===== config.mk =====
export PLATFORM = sky130hd
export DESIGN_NAME = tti_top
export DESIGN_NICKNAME = d
export VERILOG_FILES = /design/src/rtl/tti_pkg.sv /design/src/rtl/tti_chan.sv /design/src/rtl/tti_irq.sv /design/src/rtl/tti_top.sv
export SDC_FILE = /design/constraint.sdc
export NUM_CORES = 1
export LEC_CHECK = 0
export CAP_MARGIN = 20
export CORE_UTILIZATION = 54
export CTS_CLUSTER_SIZE = 10
export DETAILED_ROUTE_END_ITERATION = 10
export PLACE_DENSITY = 0.78
export SYNTH_ARGS = -nofsm -noshare
export SYNTH_HDL_FRONTEND = slang
export SYNTH_SLANG_ARGS = --single-unit

===== constraint.sdc =====
create_clock -name clk -period 3.2 [get_ports clk]
set_input_delay 0.96 -clock clk [delete_from_list [all_inputs] [get_ports clk]]
set_output_delay 0.96 -clock clk [all_outputs]
set_load 0.05 [all_outputs]

===== src/rtl/tti_pkg.sv =====
package tti_pkg;
    localparam int BYTE_W = 8;
    localparam int CNT_W  = 2 * BYTE_W;
    localparam int ADDR_W = 3;
    localparam int N_TMR  = 3;

    localparam logic [ADDR_W-1:0] A_STAT = ADDR_W'(6);
    localparam logic [ADDR_W-1:0] A_MASK = ADDR_W'(7);

    localparam int BIT_RASTER = 1;
    localparam int BIT_IRQ    = 7;

    function automatic int tmr_bit(input int idx);
        case (idx)
            0:       return 3;
            1:       return 4;
            default: return 6;
        endcase
    endfunction

    function automatic logic [BYTE_W-1:0] flag_mask();
        logic [BYTE_W-1:0] m;
        m = '0;
        m[BIT_RASTER] = 1'b1;
        for (int i = 0; i < N_TMR; i++) m[tmr_bit(i)] = 1'b1;
        return m;
    endfunction

    typedef struct packed {
        logic [CNT_W-1:0]  cnt;
        logic [CNT_W-1:0]  start;
        logic [BYTE_W-1:0] lo_hold;
        logic              armed;
        logic              run;
    } chan_st_t;

    typedef struct packed {
        logic [BYTE_W-1:0] stat;
        logic [BYTE_W-1:0] mask;
    } irq_st_t;
endpackage


===== src/rtl/tti_chan.sv =====
module tti_chan
    import tti_pkg::*;
#(
    parameter bit RELOAD_START = 1'b0
) (
    input  logic              clk,
    input  logic              rst_n,
    input  logic              tick,
    input  logic              wr_lo,
    input  logic              wr_hi,
    input  logic [BYTE_W-1:0] wdata,
    output logic [CNT_W-1:0]  count,
    output logic              zero_evt
);
    chan_st_t cur_q, nxt_d;
    logic [CNT_W-1:0]  reload_val;
    logic [BYTE_W-1:0] low_src;

    generate
        if (RELOAD_START) begin : g_restart
            assign reload_val = cur_q.start;
        end else begin : g_wrap
            assign reload_val = '1;
        end
    endgenerate

    always_comb begin
        nxt_d    = cur_q;
        zero_evt = 1'b0;
        low_src  = cur_q.armed ? cur_q.lo_hold : cur_q.cnt[BYTE_W-1:0];
        if (wr_lo) begin
            nxt_d.lo_hold = wdata;
            nxt_d.armed   = 1'b1;
            nxt_d.run     = 1'b0;
        end else if (wr_hi) begin
            nxt_d.cnt   = {wdata, low_src};
            nxt_d.start = {wdata, low_src};
            nxt_d.armed = 1'b0;
            nxt_d.run   = 1'b1;
        end else if (cur_q.run && tick) begin
            if (cur_q.cnt == '0) begin
                zero_evt  = 1'b1;
                nxt_d.cnt = reload_val;
            end else begin
                nxt_d.cnt = cur_q.cnt - 1'b1;
            end
        end
    end

    always_ff @(posedge clk) begin
        if (!rst_n) begin
            cur_q.cnt     <= '1;
            cur_q.start   <= '1;
            cur_q.lo_hold <= '0;
            cur_q.armed   <= 1'b0;
            cur_q.run     <= 1'b0;
        end else begin
            cur_q <= nxt_d;
        end
    end

    assign count = cur_q.cnt;

    p_lo_write_halts_r5: assert property (@(posedge clk) disable iff (!rst_n)
        wr_lo |=> !cur_q.run);
    p_stopped_holds_r5: assert property (@(posedge clk) disable iff (!rst_n)
        (!cur_q.run && !wr_hi) |=> $stable(cur_q.cnt));
    p_hi_write_starts_r6: assert property (@(posedge clk) disable iff (!rst_n)
        (wr_hi && !wr_lo) |=> cur_q.run);
    p_step_down_r2: assert property (@(posedge clk) disable iff (!rst_n)
        (cur_q.run && tick && !wr_lo && !wr_hi && cur_q.cnt != '0)
        |=> cur_q.cnt == $past(cur_q.cnt) - 1'b1);

    generate
        if (RELOAD_START) begin : g_chk_restart
            p_restart_value_r3: assert property (@(posedge clk) disable iff (!rst_n)
                zero_evt |=> cur_q.cnt == $past(cur_q.start));
        end else begin : g_chk_wrap
            p_wrap_all_ones_r4: assert property (@(posedge clk) disable iff (!rst_n)
                zero_evt |=> cur_q.cnt == '1);
        end
    endgenerate
endmodule


===== src/rtl/tti_irq.sv =====
module tti_irq
    import tti_pkg::*;
(
    input  logic              clk,
    input  logic              rst_n,
    input  logic [BYTE_W-1:0] src_evt,
    input  logic              wr_stat,
    input  logic              wr_mask,
    input  logic [BYTE_W-1:0] wdata,
    output logic [BYTE_W-1:0] stat,
    output logic [BYTE_W-1:0] mask,
    output logic              irq
);
    localparam logic [BYTE_W-1:0] VALID = flag_mask();

    irq_st_t cur_q, nxt_d;
    logic [BYTE_W-1:0] clr;

    always_comb begin
        nxt_d      = cur_q;
        clr        = wr_stat ? wdata : '0;
        nxt_d.stat = ((cur_q.stat & ~clr) | src_evt) & VALID;
        if (wr_mask) nxt_d.mask = wdata & VALID;
    end

    always_ff @(posedge clk) begin
        if (!rst_n) begin
            cur_q <= '0;
        end else begin
            cur_q <= nxt_d;
        end
    end

    assign stat = cur_q.stat;
    assign mask = cur_q.mask;
    assign irq  = |(cur_q.stat & cur_q.mask);

    p_sticky_flags_r7: assert property (@(posedge clk) disable iff (!rst_n)
        !wr_stat |=> (cur_q.stat & $past(cur_q.stat)) == $past(cur_q.stat));
    p_w1c_clears_r9: assert property (@(posedge clk) disable iff (!rst_n)
        (wr_stat && (src_evt & wdata) == '0) |=> (cur_q.stat & $past(wdata)) == '0);
    p_event_wins_r10: assert property (@(posedge clk) disable iff (!rst_n)
        (src_evt != '0) |=> (cur_q.stat & $past(src_evt & VALID)) == $past(src_evt & VALID));
    p_enabled_event_raises_r8: assert property (@(posedge clk) disable iff (!rst_n)
        ((src_evt & cur_q.mask & VALID) != '0 && !wr_mask) |=> irq);
endmodule


===== src/rtl/tti_top.sv =====
module tti_top
    import tti_pkg::*;
#(
    parameter logic [N_TMR-1:0] RELOAD_SEL = 3'b001
) (
    input  logic              clk,
    input  logic              rst_n,
    input  logic              tick,
    input  logic              raster_hit,
    input  logic [ADDR_W-1:0] bus_addr,
    input  logic              bus_wr,
    input  logic [BYTE_W-1:0] bus_wdata,
    output logic [BYTE_W-1:0] bus_rdata,
    output logic              irq
);
    logic [CNT_W-1:0]  cnt_w [N_TMR];
    logic [N_TMR-1:0]  zero_w;
    logic [BYTE_W-1:0] src_evt;
    logic [BYTE_W-1:0] stat_w, mask_w;

    generate
        for (genvar g = 0; g < N_TMR; g++) begin : g_chan
            logic wr_lo_g, wr_hi_g;
            assign wr_lo_g = bus_wr && (bus_addr == ADDR_W'(2 * g));
            assign wr_hi_g = bus_wr && (bus_addr == ADDR_W'(2 * g + 1));
            tti_chan #(.RELOAD_START(RELOAD_SEL[g])) u_chan (
                .clk      (clk),
                .rst_n    (rst_n),
                .tick     (tick),
                .wr_lo    (wr_lo_g),
                .wr_hi    (wr_hi_g),
                .wdata    (bus_wdata),
                .count    (cnt_w[g]),
                .zero_evt (zero_w[g])
            );
        end
    endgenerate

    always_comb begin
        src_evt = '0;
        src_evt[BIT_RASTER] = raster_hit;
        for (int i = 0; i < N_TMR; i++) src_evt[tmr_bit(i)] = zero_w[i];
    end

    tti_irq u_irq (
        .clk     (clk),
        .rst_n   (rst_n),
        .src_evt (src_evt),
        .wr_stat (bus_wr && bus_addr == A_STAT),
        .wr_mask (bus_wr && bus_addr == A_MASK),
        .wdata   (bus_wdata),
        .stat    (stat_w),
        .mask    (mask_w),
        .irq     (irq)
    );

    always_comb begin
        bus_rdata = '0;
        for (int i = 0; i < N_TMR; i++) begin
            if (bus_addr == ADDR_W'(2 * i))     bus_rdata = cnt_w[i][BYTE_W-1:0];
            if (bus_addr == ADDR_W'(2 * i + 1)) bus_rdata = cnt_w[i][CNT_W-1:BYTE_W];
        end
        if (bus_addr == A_STAT) begin
            bus_rdata          = stat_w;
            bus_rdata[BIT_IRQ] = irq;
        end
        if (bus_addr == A_MASK) bus_rdata = mask_w;
    end

    p_reset_quiet_r1: assert property (@(posedge clk) disable iff (!rst_n)
        $rose(rst_n) |-> !irq);
endmodule


# Yosys cells after proc, flatten, opt, wreduce, memory -nomap -nowiden
# Cells that the tools add are included.
# op_classes
n_addsub	3
multipliers	0
div_mod_pow	0
order_cmp	0
eq_ne	9
n_shift	0
n_mux	39
bitwise_logic	8
reduce_logical	31
# op_table
cell	count
16-bit two-way mux	9
8-bit two-way mux	11
16-bit logical NOT	3
16-bit by 1-bit subtractor with 16-bit output (second input constant)	3
7-bit bitwise AND	2
3-bit equality test (second input constant)	4
1-bit two-way mux	12
2-bit two-way mux	6
2-bit nonzero test	6
1-bit logical AND	11
2-bit AND reduction	4
8-bit OR reduction	1
7-bit two-way mux	1
7-bit NOT	1
7-bit bitwise OR	1
3-bit by 2-bit equality test with 1-bit output (second input constant)	2
3-bit AND reduction	2
2-bit OR reduction	3
2-bit inequality test (second input constant)	2
1-bit NOT	4
3-bit by 1-bit equality test with 1-bit output (second input constant)	1
3-bit logical NOT	1
# totals
reg_bits	102
latchBits	0
mem_bits_rw	0
romBits	0
inputBits	16
out_inout_bits	9
wordCells	107
n_memories	0

# Depth between registers and ports, before layout
# depth
ltp_word	9
mapped_depth	8
mapped_depth_nobuf	7

# By module
# A second synthesis with hierarchy kept.
# unflattened
cells_unflattened	840
area_unflattened_um2	6936.7
# by_module_without_submodules
mod	instances	cells_per_inst	area_per_inst_um2	seq_area_each_um2
tti_chan at g_chan[0].u_chan	1	286	2374.8	840.8
tti_chan at g_chan[2].u_chan	1	192	1677.9	520.5
tti_chan at g_chan[1].u_chan	1	196	1649.1	520.5
tti_top	1	125	855.8	0.0
tti_irq	1	41	379.1	160.2

# Least setup slack after synthesis
# No wires, ideal clock.
# synth_path
path_type	in2out
from	in bus_addr[0]
to	out bus_rdata[1]
t_arrival_ns	2.985
required_time_ns	2.240
slack_ns	-0.745
stages	7
path_buffers	3
path_cell_list	clkbuf_1 clkbuf_1 clkbuf_1 nand2_1 o21ai_0 o22ai_1 a21oi_1
# synth_between
elab_chain_cells	9
elab_cells_between_ends	16
classes_between	7 x eq/ne; 8 x mux; 1 x reduce/logical
# synth_lines
element	line_no	text
from (decl)	tti_top.sv:10	input logic [ADDR_W-1:0] bus_addr,
3-bit logical NOT	tti_top.sv:60	if (bus_addr == ADDR_W'(2 * i)) bus_rdata = cnt_w[i][BYTE_W-1:0];
8-bit two-way mux	tti_top.sv:60	
8-bit two-way mux	tti_top.sv:61	if (bus_addr == ADDR_W'(2 * i + 1)) bus_rdata = cnt_w[i][CNT_W-1:BYTE_W];
8-bit two-way mux	tti_top.sv:60	
8-bit two-way mux	tti_top.sv:61	
8-bit two-way mux	tti_top.sv:60	
8-bit two-way mux	tti_top.sv:61	
8-bit two-way mux	tti_top.sv:63	if (bus_addr == A_STAT) begin
8-bit two-way mux (*)	tti_top.sv:67	if (bus_addr == A_MASK) bus_rdata = mask_w;
to (decl)	tti_top.sv:13	output logic [BYTE_W-1:0] bus_rdata,
# Every way passes the cells marked *; elsewhere a longest branch is shown, timed or not.

# Worst setup path in the final report
# layout_path
from	in bus_addr[2]
to	out bus_rdata[6]
# Same word-level chain as after synthesis.

==> impl_metrics.json <==
{
  "hp-class": "register to register",
  "drt_iter0_markers": 491,
  "critPathBufInv": 3,
  "powerDensity_nw_per_um2": 403,
  "cpMostUsedCell": "buf_12",
  "synth-edff-count": 0,
  "finalCriticalPeriod_ns": 3.16,
  "synth_warnings": 0,
  "drive_above_1_share_pct": 14.5,
  "cp.arrival_ns": 2.20,
  "setup_violations": 0,
  "slew_headroom_pct": 53.0,
  "n_fill_cell": 886,
  "place_congestion": 0.961,
  "vias": 6033,
  "synthesis.area_um2": 5780,
  "final_util_pct": 66.1,
  "hold_viol": 0,
  "overflow": 0,
  "synth_async_sr_flop_share_pct": 0,
  "seq_area_um2": 2040,
  "syn_avg_cell_area_um2": 7.68,
  "grt_max_degree": 50,
  "leakagePower_nw": 2.66,
  "cp-end-kind": "primary output",
  "grt_pass1_wl_um": 29200,
  "dieArea_um2": 11100,
  "finalNonFillerCells": 918,
  "multi_input_area_um2": 3610,
  "antennaDiodeCount": 0,
  "clock_skew_ns": 0.0107,
  "max-cap-violations": 0,
  "placement.io_buffers": 24,
  "fp.dieW_um": 105,
  "wl_per_cell_um": 19.7,
  "critical_path.top_delay_family": "buffers and inverters",
  "rows": 37,
  "clkSinkCount": 102,
  "synthFlopType": "dfxtp_1",
  "fin_crit_sh_pct": 98.7,
  "die_h_um": 105,
  "irDropWorstVdd_uv": 321,
  "hpwl_um": 12500,
  "clockRootBuffer": "clkbuf_8",
  "antenna_left": 0,
  "cp_max_fo": 7,
  "grt_pass1_vias": 5654,
  "drv_slew": 0,
  "antenna_found_initial": 0,
  "cp_slowest_cell": "mux2_2",
  "cts.clk_slew.worst_paths_ns": 0.11,
  "drc": 0,
  "final_cell_mix": "nand2_1, dfxtp_1, nor2_1, a21oi_1, buf_4",
  "ys_seq_area_share_pct": 35.3,
  "start_kind": "input pin",
  "clock_latency_ns": 0.39,
  "fin_nets": 799,
  "area_delta_synth_final_pct": 18.6,
  "first_pass_iters": 5,
  "required_ns": 2.24,
  "final_common_cell": "nand2_1",
  "coreArea_um2": 10400,
  "synth_cell_types": 73,
  "status": "finished clean",
  "ys_ff_latch": 102,
  "tightest_slew_ns": 0.703,
  "synth_cells": 752,
  "grt_usage_pct": 33.4,
  "via_per_inst": 6.57,
  "start_util_pct": 55.7,
  "mappedNetlistNets": 774,
  "cts.path.max_buffers": 2,
  "crit_chain": "clkdlybuf4s15_1, buf_12, mux2_2, a22o_1, nand2_2, o221ai_4, buf_12",
  "io_pins": 25,
  "drt-total-wl_um": 18100,
  "cts_made_buffers": 9,
  "max_stage_delay_ns": 0.32,
  "cts_tree": "yes",
  "dp_cells": 899,
  "fmaxAchievable_mhz": 317,
  "worst-setup-path-type": "input pin to primary output",
  "h-tree-depth": 3
}
==> cells in the mapped netlist, types with 6 or more instances <==
library cell    n  area share (%)
nand3_1        27             2.3
inv_1          15            0.97
o31ai_1         9             1.2
o21ai_0        32             2.8
clkbuf_1       45             2.9
dfxtp_1       102              35
o211ai_1       21             2.7
buf_1           6            0.39
nand4_1         6            0.65
nand2b_1        8            0.87
ha_1            6             1.3
nor4_1         15             1.6
o221ai_1        9             1.4
nand2_1       125             8.1
a22oi_1         6            0.78
nor3_1         22             1.9
a21oi_1        56             4.9
a31oi_1        11             1.2
nor2_1         67             4.4
or3_1           7            0.76
o22ai_1        22             2.4
mux2i_1        26             4.5
==> tightest hold or removal path, delay by kind of cell, from the launching register on <==
kind | cells | cell delay [ns]
DFF | 1 | 0.32
and+or+nand+nor | 2 | 0.09
==> final timing paths <==
path | start | endpoint | slack [ns] | depth (start not counted)
setup / recovery | bus_addr[2] | bus_rdata[6] | 0.04 | 7
hold / removal | g_chan[0].u_chan.reload_val[9] | g_chan[0].u_chan.reload_val[9] | 0.45 | 2
setup reg to reg | g_chan[0].u_chan.count[0] | g_chan[0].u_chan.count[11] | 0.80 | 7
hold reg to reg | g_chan[0].u_chan.reload_val[9] | g_chan[0].u_chan.reload_val[9] | 0.45 | 2
==> metrics by stage <==
| stage | setup TNS, ns | area, um2 | power [mW] | hold slack (ns) | setup WS, ns |
|---|---|---|---|---|---|
| after floorplan | 0 | 5910 | 1.64 | 0.418 | 0.0263 |
| after global placement | -2.07 | 6540 | 1.80 | 0.427 | -0.293 |
| after detailed placement | -2.48 | 6540 | 1.81 | 0.430 | -0.378 |
| after CTS | 0 | 6830 | 2.75 | 0.446 | 0.0248 |
| after global routing | -0.0285 | 6850 | 2.86 | 0.465 | -0.0285 |
| final | 0 | 6850 | 2.76 | 0.448 | 0.0428 |
==> flip-flops by register name (all words and copies together), names as in the netlist <==
register	flops
g_chan.u_chan.count	48
g_chan.u_chan.cur_q	30
g_chan.u_chan.reload_val	16
u_irq.mask	4
u_irq.stat	4
==> layer usage <==
| layer | global-route usage [%] | vias up | wire [um] |
|---|---|---|---|
| met5 | 0 | - | 0 |
| met4 | 14.6 | 0 | 648 |
| met3 | 8.04 | 54 | 1970 |
| met2 | 54.9 | 341 | 8420 |
| met1 | 41.5 | 2823 | 7090 |
| li1 | - | 2815 | - |
==> power breakdown <==
group	internal, mW	switching, mW	total (mW)
combinational	0.190	0.246	0.436
sequential	1.31	0.0607	1.37
clock	0.459	0.497	0.956
==> repair_timing <==
item,4_1_cts,5_1_grt
gates resized for setup,13,11
buffers inserted,2,0
cloned,1,0
pin swaps,1,1
hold buffers,0,0
endpoints found under the setup margin,8,5
==> cell type report <==
class,count,share of cell area [%]
Multi-Input combinational cell,577,52.7
Inverter,16,0.876
Timing Repair Buffer,71,10.8
Clock inverter,6,1.50
Clock buffer,10,1.86
Sequential cell,102,29.8
Tap cell,136,2.48
==> kinds of logic after synthesis <==
family          Yosys count  share of synthesized area, %
xor+xnor                  9                          1.36
compound gates          208                          23.6
simple gates            322                          27.3
flops                   102                          35.3
buf+inv                  73                          5.09
fa+ha+maj                 6                          1.30
mux                      32                          5.93
No activity file was read; power rests on OpenSTA's default activity.
